### config.mk
export PLATFORM = sky130hd
export DESIGN_NAME = gpio_pair_reg
export DESIGN_NICKNAME = d
export VERILOG_FILES = /design/src/rtl/gpio_pair_pkg.sv /design/src/rtl/gpio_pin_sync.sv /design/src/rtl/gpio_pair_cell.sv /design/src/rtl/gpio_pair_readback.sv /design/src/rtl/gpio_pair_reg.sv
export SDC_FILE = /design/constraint.sdc
export NUM_CORES = 1
export LEC_CHECK = 0
export ABC_AREA = 1
export ABC_CLOCK_PERIOD_IN_PS = 1200
export CELL_PAD_IN_SITES_DETAIL_PLACEMENT = 2
export CELL_PAD_IN_SITES_GLOBAL_PLACEMENT = 2
export CORE_MARGIN = 1.5
export CORE_UTILIZATION = 20
export CTS_CLUSTER_SIZE = 16
export DETAILED_ROUTE_END_ITERATION = 7
export PLACE_DENSITY = 0.89
export SETUP_SLACK_MARGIN = 0.3
export SKIP_LAST_GASP = 1
export SYNTH_ARGS = -nofsm -noshare
export SYNTH_HDL_FRONTEND = slang
export SYNTH_HIERARCHICAL = 1
export SYNTH_SLANG_ARGS = --single-unit
### constraint.sdc
create_clock -name clk_i -period 1.2 [get_ports clk_i]
set_clock_uncertainty 0.2 [all_clocks]
set_input_delay 0.24 -clock clk_i [delete_from_list [all_inputs] [get_ports clk_i]]
set_output_delay 0.24 -clock clk_i [all_outputs]
set_load 0.1 [all_outputs]
### src/rtl/gpio_pair_pkg.sv
package gpio_pair_pkg;
  localparam int unsigned REG_W    = 32;
  localparam int unsigned HALF_W   = REG_W / 2;
  localparam int unsigned MAX_PINS = HALF_W / 2;

  // Pair command: lower bit alone, upper bit alone, or no action.
  typedef enum logic [1:0] {
    PAIR_NONE  = 2'd0,
    PAIR_LOWER = 2'd1,
    PAIR_UPPER = 2'd2
  } pair_cmd_e;

  function automatic pair_cmd_e decode_pair(input logic [1:0] bits);
    case (bits)
      2'b01:   return PAIR_LOWER;
      2'b10:   return PAIR_UPPER;
      default: return PAIR_NONE;
    endcase
  endfunction
endpackage

### src/rtl/gpio_pin_sync.sv
module gpio_pin_sync #(
  parameter int unsigned WIDTH = 8
) (
  input  logic             clk_i,
  input  logic             rst_ni,
  input  logic [WIDTH-1:0] async_i,
  output logic [WIDTH-1:0] sync_o
);
  logic [WIDTH-1:0] meta_q, sync_q;

  always_ff @(posedge clk_i or negedge rst_ni) begin
    if (!rst_ni) begin
      meta_q <= '0;
      sync_q <= '0;
    end else begin
      meta_q <= async_i;
      sync_q <= meta_q;
    end
  end

  assign sync_o = sync_q;
endmodule

### src/rtl/gpio_pair_cell.sv
module gpio_pair_cell
  import gpio_pair_pkg::*;
(
  input  logic       clk_i,
  input  logic       rst_ni,
  input  logic       wr_en_i,
  input  logic [1:0] lvl_pair_i,  // [0] drive low, [1] drive high
  input  logic [1:0] dir_pair_i,  // [0] output, [1] input
  output logic       oe_o,
  output logic       lvl_o
);
  logic oe_q, lvl_q;
  pair_cmd_e lvl_cmd, dir_cmd;

  assign lvl_cmd = decode_pair(lvl_pair_i);
  assign dir_cmd = decode_pair(dir_pair_i);

  always_ff @(posedge clk_i or negedge rst_ni) begin
    if (!rst_ni) begin
      lvl_q <= 1'b0;
    end else if (wr_en_i) begin
      case (lvl_cmd)
        PAIR_LOWER: lvl_q <= 1'b0;
        PAIR_UPPER: lvl_q <= 1'b1;
        default:    lvl_q <= lvl_q;
      endcase
    end
  end

  always_ff @(posedge clk_i or negedge rst_ni) begin
    if (!rst_ni) begin
      oe_q <= 1'b0;
    end else if (wr_en_i) begin
      case (dir_cmd)
        PAIR_LOWER: oe_q <= 1'b1;
        PAIR_UPPER: oe_q <= 1'b0;
        default:    oe_q <= oe_q;
      endcase
    end
  end

  assign oe_o  = oe_q;
  assign lvl_o = lvl_q;
endmodule

### src/rtl/gpio_pair_readback.sv
module gpio_pair_readback
  import gpio_pair_pkg::*;
#(
  parameter int unsigned NUM_PINS = 8
) (
  input  logic [NUM_PINS-1:0] oe_i,
  input  logic [NUM_PINS-1:0] lvl_i,
  input  logic [NUM_PINS-1:0] pad_sync_i,
  output logic [REG_W-1:0]    rd_data_o
);
  always_comb begin
    rd_data_o = '0;
    for (int n = 0; n < int'(NUM_PINS); n++) begin
      rd_data_o[2*n]            = oe_i[n] & lvl_i[n];
      rd_data_o[2*n+1]          = ~oe_i[n] & pad_sync_i[n];
      rd_data_o[HALF_W + 2*n]   = oe_i[n];
      rd_data_o[HALF_W + 2*n+1] = 1'b0;
    end
  end
endmodule

### src/rtl/gpio_pair_reg.sv
module gpio_pair_reg
  import gpio_pair_pkg::*;
#(
  parameter int unsigned NUM_PINS = 8
) (
  input  logic                clk_i,
  input  logic                rst_ni,
  input  logic                wr_en_i,
  input  logic [REG_W-1:0]    wr_data_i,
  output logic [REG_W-1:0]    rd_data_o,
  input  logic [NUM_PINS-1:0] pin_i,
  output logic [NUM_PINS-1:0] pin_oe_o,
  output logic [NUM_PINS-1:0] pin_out_o
);
  localparam int unsigned DIR_BASE = HALF_W;

  logic [NUM_PINS-1:0] pad_sync;

  gpio_pin_sync #(.WIDTH(NUM_PINS)) u_sync (
    .clk_i   (clk_i),
    .rst_ni  (rst_ni),
    .async_i (pin_i),
    .sync_o  (pad_sync)
  );

  for (genvar n = 0; n < NUM_PINS; n++) begin : g_pin
    gpio_pair_cell u_cell (
      .clk_i      (clk_i),
      .rst_ni     (rst_ni),
      .wr_en_i    (wr_en_i),
      .lvl_pair_i (wr_data_i[2*n+1 : 2*n]),
      .dir_pair_i (wr_data_i[DIR_BASE+2*n+1 : DIR_BASE+2*n]),
      .oe_o       (pin_oe_o[n]),
      .lvl_o      (pin_out_o[n])
    );
  end

  gpio_pair_readback #(.NUM_PINS(NUM_PINS)) u_rb (
    .oe_i       (pin_oe_o),
    .lvl_i      (pin_out_o),
    .pad_sync_i (pad_sync),
    .rd_data_o  (rd_data_o)
  );
endmodule

Yosys cells after proc, flatten, opt, wreduce, memory -nomap -nowiden
Index checks and enable logic that the tools add are counted.
{"block": "word_totals", "latch_bits": 0, "out_inout_bits": 48, "memories": 0, "mem_bits_rw": 0, "mem_bits_ro": 0, "ff_bits": 32, "inputBits": 43}
{"block": "classes", "eq_ne": 64, "n_mux": 32, "n_shift": 0, "n_mul": 0, "div": 0, "n_addsub": 0, "n_reduce_logical": 32, "magnitude_cmp": 0, "n_bitwise": 24}
{"op": "== test 2 x 1 -> 1 bit (second input constant)", "n": 32}
{"op": "== test 2 bit (second input constant)", "n": 32}
{"op": "one-hot mux 2 bit (2 select lines)", "n": 16}
{"op": "one-hot mux 1 bit (2 select lines)", "n": 16}
{"op": "AND reduction 2 bit", "n": 16}
{"op": "nonzero test 2 bit", "n": 16}
{"op": "AND 1 bit", "n": 16}
{"op": "NOT 1 bit", "n": 8}

Depth between registers and ports, before layout
Gate-level depths: netlist of the first run.
{"block": "logic_depth", "ltp_word": 5, "depth_mapped": 6}

Hierarchy
Netlist of the first run, hierarchy kept.
{"mod": "gpio_pair_cell", "instances": 8, "cells_each": 17, "seq_area_each_um2": 50.0, "area_per_inst_um2": 126.4}
{"mod": "gpio_pin_sync", "instances": 1, "cells_each": 16, "seq_area_each_um2": 400.4, "area_per_inst_um2": 400.4}
{"mod": "gpio_pair_readback", "instances": 1, "cells_each": 49, "seq_area_each_um2": 0.0, "area_per_inst_um2": 244.0}

Worst setup path after synthesis of the first run
Ideal clock, no wire load.
{"block": "synth_path", "kind": "register to output", "start": "reg g_pin[3].u_cell.oe_q", "end": "out rd_data_o[7]", "path_stages_with_launch": 2, "path_buffers": 0, "setup_slack_ns": -1.419, "arrival_ns": 2.179, "path_cell_list": "dfrtp_1 -> nor2_1"}
{"block": "synth_via", "elab_chain_len": 2}
{"item": "start: declaration", "line_no": "gpio_pair_cell.sv:12", "source": "logic oe_q, lvl_q;"}
{"item": "start signal: assignment", "line_no": "gpio_pair_cell.sv:37", "source": "default: oe_q <= oe_q;"}
{"item": "NOT 1 bit", "line_no": "gpio_pair_readback.sv:15", "source": "rd_data_o[2*n+1] = ~oe_i[n] & pad_sync_i[n];"}
{"item": "AND 1 bit", "line_no": "gpio_pair_readback.sv:15"}
{"item": "end: declaration", "line_no": "gpio_pair_reg.sv:10", "source": "output logic [REG_W-1:0] rd_data_o,"}
No other way between the ends.

Final worst setup path of the first run
{"block": "layout_path", "start": "reg g_pin[3].u_cell.oe_q", "end": "out rd_data_o[6]"}
{"block": "layout_via", "elab_chain_len": 1}
{"item": "AND 1 bit", "line_no": "gpio_pair_readback.sv:14", "source": "rd_data_o[2*n] = oe_i[n] & lvl_i[n];"}
No other way between the ends.

==> results of run 1 <==
-- registers in the layout, indices dropped and copies added, names as in the netlist --
signal              flops
g_pin.u_cell/oe_o       8
u_sync/sync_o           8
u_sync/meta_q           8
g_pin.u_cell/lvl_o      8
-- synth_stat cells --
library cell	instances
inv_1	56
nor2_1	8
buf_4	16
nand2_1	56
ha_1	16
nand3_1	16
conb_1	1
dfrtp_1	32
-- kinds of logic (layout without fill, tap and decap cells) --
kind of cell,Yosys count,in the layout,share of synthesized area
adder cells (fa/ha/maj),16,16,0.1209
buffers and inverters,72,180,0.1995
flip-flops,32,32,0.4838
other,1,8,0.002265
AND/OR/NAND/NOR,80,80,0.1935
-- worst max-delay path, cell delays in order, from the launching register on --
cell	delay [ns]
dfrtp_4	0.53
nand2_4	0.09
clkinvlp_4	0.10
buf_12	0.17
-- cell type report --
class	count	area, sq um
fillers	818	4185
repair buffers	116	1587
flip-flops and latches	32	860.8
multi-input cells	104	805.8
inverters	56	240.2
clock inverters	1	5.005
well taps	102	127.6
clock buffers	7	76.32
-- report_power, final --
part / switching [mW] / internal, mW / leakage [nW]
clock network: 0.390 / 0.407 / 0.0422
registers: 0.194 / 1.25 / 0.365
logic: 2.22 / 1.35 / 1.42
-- worst paths after layout --
| kind | from | to |
|---|---|---|
| max reg2reg | g_pin[1].u_cell/lvl_o$_DFFE_PN0P_ | g_pin[1].u_cell/lvl_o$_DFFE_PN0P_ |
| min reg2reg | u_sync/meta_q[1]$_DFF_PN0_ | u_sync/sync_o[1]$_DFF_PN0_ |
| min in group asynchronous | rst_ni | g_pin[4].u_cell/oe_o$_DFFE_PN0P_ |
| max | g_pin[3].u_cell/oe_o$_DFFE_PN0P_ | rd_data_o[6] |
| min | u_sync/meta_q[1]$_DFF_PN0_ | u_sync/sync_o[1]$_DFF_PN0_ |
| max in group asynchronous | rst_ni | u_sync/meta_q[0]$_DFF_PN0_ |
-- repair_timing --
item                                    in CTS  in global routing
endpoints found under the setup margin      56                 67
gates resized for setup                     99                 22
cloned                                       1                  1
pin swaps                                   25                 11
endpoints found under the hold margin       32                  0
buffers inserted                             1                  9
hold buffers                                 1                  0
-- per-layer routing --
layer	track usage	share of wire
met3	0.02589	0.029
met2	0.3351	0.62
met5	0	0
met4	0.04104	0.0078
met1	0.1536	0.34
==> flow_summary_export.csv, run 1 <==
group,metric,value,unit
yosys,synth_top_area_cell,"dfrtp_1",
floorplan,core-area,7888,sq um
critical_path,cp-start-kind,"flop",
global_route,grt-ovfl-total,0,
clock_network,numCtsBuffers,5,
timing,hold_viol_final,0,
critical_path,criticalPathCategory,"flop to output port",
yosys,synthCells,201,
yosys,synth_top_area_share,0.4837,
placement,placed_area,3311,sq um
detailed_routing,routed_wl,7021,microns
placement,dp_hpwl,4687,microns
detailed_routing,firstDrtPassIters,4,
floorplan,io_pins,91,
global_route,grt_max_degree,33,
min_path,hold_class,"flop to flop",
floorplan,dieWidth,93.98,microns
clock_network,cts_tree,"done",
final_layout,fin_nets,374,
detailed_routing,wl_per_cell,16.80,microns
final_layout,layout-drive-gt1-share,0.5380,
timing,fin_crit_sh,1.340,
timing,rsz0062_at_grt,"yes",
floorplan,die_area,8831,sq um
global_route,antenna_found_initial,0,
final_layout,n_antenna_cell,0,
timing,fin_ws,-0.4081,ns
power_and_ir_drop,irDropWorstVdd,0.0004950,V
run_status,violations,"negative setup slack",
placement,dp.cells,397,
placement,port_buffers,82,
critical_path,required,0.76,ns
timing,setup_violations,41,
placement,pre_cts_ws,-0.4260,ns
clock_network,htree_levels,2,
final_layout,final_cell_mix,"buf_12 (43), inv_1 (31), nand2_1 (31)",
critical_path,path_max_fanout,4,
detailed_routing,antenna_left,0,
yosys,ys_seq_area_frac,0.4837,
timing,holdWs,0.1489,ns
power_and_ir_drop,p_per_area,1570,nW/um^2
final_layout,stdcell_count,418,
critical_path,crit_path_end_kind,"output port",
timing,min_period,1.608,ns
global_route,grt_usage,0.1585,
floorplan,dieHeight,93.98,microns
power_and_ir_drop,finalPower,5.814,mW
yosys,syn_area,1655,sq um
min_path,hold_depth,0,
global_route,grt_first_pass_wirelength,10240,microns
power_and_ir_drop,power.leakage,1.826,nW
placement,place_congestion,0.6616,
timing,report.final.slew_viol_count,0,
detailed_routing,drc,0,
critical_path,rrSetupSlack,-0.02,ns
global_route,grt_pass1_vias,1978,
yosys,ys_ff_latch,32,
yosys,ys_types,8,
flow_run,max_cap_violations,0,
clock_network,clk_latency,0.27,ns
final_layout,design_area,3702,sq um
detailed_routing,drtIter0Drc,48,
detailed_routing,vias,1661,
timing,setup_tns,-13.93,ns
critical_path,reg2reg_depth,5,
timing,fmax,621.9,MHz
floorplan,num_rows,32,
critical_path,worstPathArrival,1.17,ns
clock_network,cts_buffer_depth,2,
yosys,yosys-top-cells-area,"dfrtp_1 (48%), inv_1 (13%), nand2_1 (13%)",
final_layout,post-route-util,0.4694,
clock_network,ctsRootBufferMaster,"clkbuf_8",
yosys,avgSynthCellArea,8.236,sq um
detailed_routing,vias_per_cell,3.974,
yosys,yosys_warnings,6,
clock_network,clk_pin_slew,0.07,ns
clock_network,cts_num_sinks,32,
floorplan,initial_core_util,0.2099,
run_status,status,"complete, but fails checks",
final_layout,syn_to_final_growth,123.7,%
final_layout,layout_commonest_cell,"buf_12",
No activity file was read; power rests on OpenSTA's default activity.
==> run 2: changes to the inputs <==
--- a/config.mk
+++ b/config.mk
@@ -11,3 +11,2 @@
 export CELL_PAD_IN_SITES_GLOBAL_PLACEMENT = 2
-export CORE_MARGIN = 1.5
 export CORE_UTILIZATION = 20
--- a/constraint.sdc
+++ b/constraint.sdc
@@ -4,2 +4,2 @@
 set_output_delay 0.24 -clock clk_i [all_outputs]
-set_load 0.1 [all_outputs]
+set_load 0.005 [all_outputs]
==> flow_summary_export.csv, run 2 (synthesis gave the netlist of run 1 again) <==
group,metric,value,unit
final_layout,layout_commonest_cell,"buf_6",
clock_network,htree_levels,2,
detailed_routing,drc,0,
clock_network,cts_tree,"done",
detailed_routing,vias_per_cell,3.984,
placement,port_buffers,82,
placement,dp.cells,382,
critical_path,worstPathArrival,1.05,ns
floorplan,io_pins,91,
run_status,violations,"negative setup slack",
run_status,status,"complete, but fails checks",
final_layout,final_cell_mix,"buf_6 (52), nand2_1 (35), dfrtp_1 (30)",
global_route,grt_pass1_vias,1893,
power_and_ir_drop,power.leakage,1.748,nW
timing,report.final.slew_viol_count,0,
clock_network,cts_num_sinks,32,
clock_network,clk_latency,0.28,ns
floorplan,die_area,8644,sq um
timing,fin_crit_sh,1.242,
clock_network,ctsRootBufferMaster,"clkbuf_8",
power_and_ir_drop,irDropWorstVdd,0.0004427,V
global_route,grt_max_degree,33,
final_layout,fin_nets,383,
critical_path,cp-start-kind,"flop",
flow_run,max_cap_violations,0,
final_layout,n_antenna_cell,0,
timing,setup_violations,41,
clock_network,numCtsBuffers,5,
detailed_routing,vias,1701,
critical_path,criticalPathCategory,"flop to output port",
detailed_routing,routed_wl,6303,microns
critical_path,required,0.76,ns
final_layout,stdcell_count,427,
detailed_routing,drtIter0Drc,36,
clock_network,clk_pin_slew,0.07,ns
global_route,grt_first_pass_wirelength,9128,microns
floorplan,core-area,7848,sq um
global_route,grt_usage,0.1396,
detailed_routing,wl_per_cell,14.76,microns
final_layout,syn_to_final_growth,100.7,%
floorplan,dieHeight,92.98,microns
timing,setup_tns,-7.484,ns
power_and_ir_drop,p_per_area,1164,nW/um^2
min_path,hold_class,"flop to flop",
floorplan,num_rows,32,
timing,hold_viol_final,0,
critical_path,path_max_fanout,3,
floorplan,dieWidth,92.98,microns
floorplan,initial_core_util,0.2109,
timing,rsz0062_at_grt,"yes",
timing,fmax,670.9,MHz
global_route,antenna_found_initial,0,
critical_path,crit_path_end_kind,"output port",
global_route,grt-ovfl-total,0,
detailed_routing,antenna_left,0,
placement,dp_hpwl,3893,microns
placement,place_congestion,0.6842,
final_layout,layout-drive-gt1-share,0.5662,
timing,min_period,1.491,ns
timing,fin_ws,-0.2905,ns
detailed_routing,firstDrtPassIters,4,
critical_path,rrSetupSlack,-0.01,ns
clock_network,cts_buffer_depth,2,
==> run 2: cell count changes in the layout (fill, tap and decap cells not counted), sizes merged <==
cell           previous run  this run
clkinvlp                  8         1
clkdlybuf4s15             2        14
buf                      77        87
inv                      48        56
clkbuf                   11         9
bufinv                    0         1
dlygate4sd2              24        11
==> run 2: repair_timing <==
item / CTS / global route
hold endpoints to repair: 32 / 0
cloned: 1 / 0
buffers inserted: 25 / 10
setup endpoints to repair: 56 / 55
pin swaps: 13 / 7
hold buffers: 1 / 0
gates resized for setup: 276 / 49
==> run 2: path summary, 6_finish.rpt <==
check	cells past startpoint	from	endpoint
max	4	g_pin[1].u_cell/oe_o$_DFFE_PN0P_	rd_data_o[2]
min	0	u_sync/meta_q[2]$_DFF_PN0_	u_sync/sync_o[2]$_DFF_PN0_
max reg2reg	5	g_pin[1].u_cell/oe_o$_DFFE_PN0P_	g_pin[1].u_cell/oe_o$_DFFE_PN0P_
min reg2reg	0	u_sync/meta_q[2]$_DFF_PN0_	u_sync/sync_o[2]$_DFF_PN0_
max in group asynchronous	3	rst_ni	g_pin[0].u_cell/oe_o$_DFFE_PN0P_
min in group asynchronous	3	rst_ni	g_pin[1].u_cell/lvl_o$_DFFE_PN0P_
==> run 2: power by group <==
part	leakage (nW)	total, mW	switching (mW)	internal [mW]
sequential	0.383	1.31	0.112	1.20
combinational	1.31	1.53	0.612	0.917
clock	0.0541	1.03	0.417	0.614
==> run 2: stage by stage <==
| step | setup slack (ns) | area, sq um | hold slack [ns] | utilization | power (mW) |
|---|---|---|---|---|---|
| after floorplan | 0.2266 | 1949 | -0.2556 | - | 1.730 |
| after global placement | -0.3190 | 2813 | 0.01617 | 0.3584 | 2.291 |
| after detailed placement | -0.3540 | 2813 | 0.02840 | 0.3584 | 2.351 |
| after CTS | -0.2902 | 3123 | 0.1413 | 0.3980 | 3.662 |
| after global routing | -0.3350 | 3322 | 0.1459 | 0.4233 | 4.093 |
| final | -0.2905 | 3322 | 0.1476 | 0.4233 | 3.867 |
==> run 2: cell type report <==
cell class,instances,area [sq um]
fill,853,4526
timing repair buffer,125,1174
multi-input combinational,104,858.3
sequential,32,803.3
inverter,56,247.7
tap,102,127.6
clock buffer,5,68.82
clock inverter,3,42.54
==> run 2: metal layers <==
metal  up-vias  global-route usage  wire [microns]
met5         -                   0               0
met4         0             0.02308              29
met3         5             0.03415             303
met2        53              0.2886            3897
met1       840              0.1393            2073
li1        803                   -               -
==> run 2: critical path, stage by stage (launching register included) <==
cell     delay (ns)
dfrtp_2        0.44
buf_6          0.13
nand2_2        0.05
inv_1          0.03
buf_2          0.12
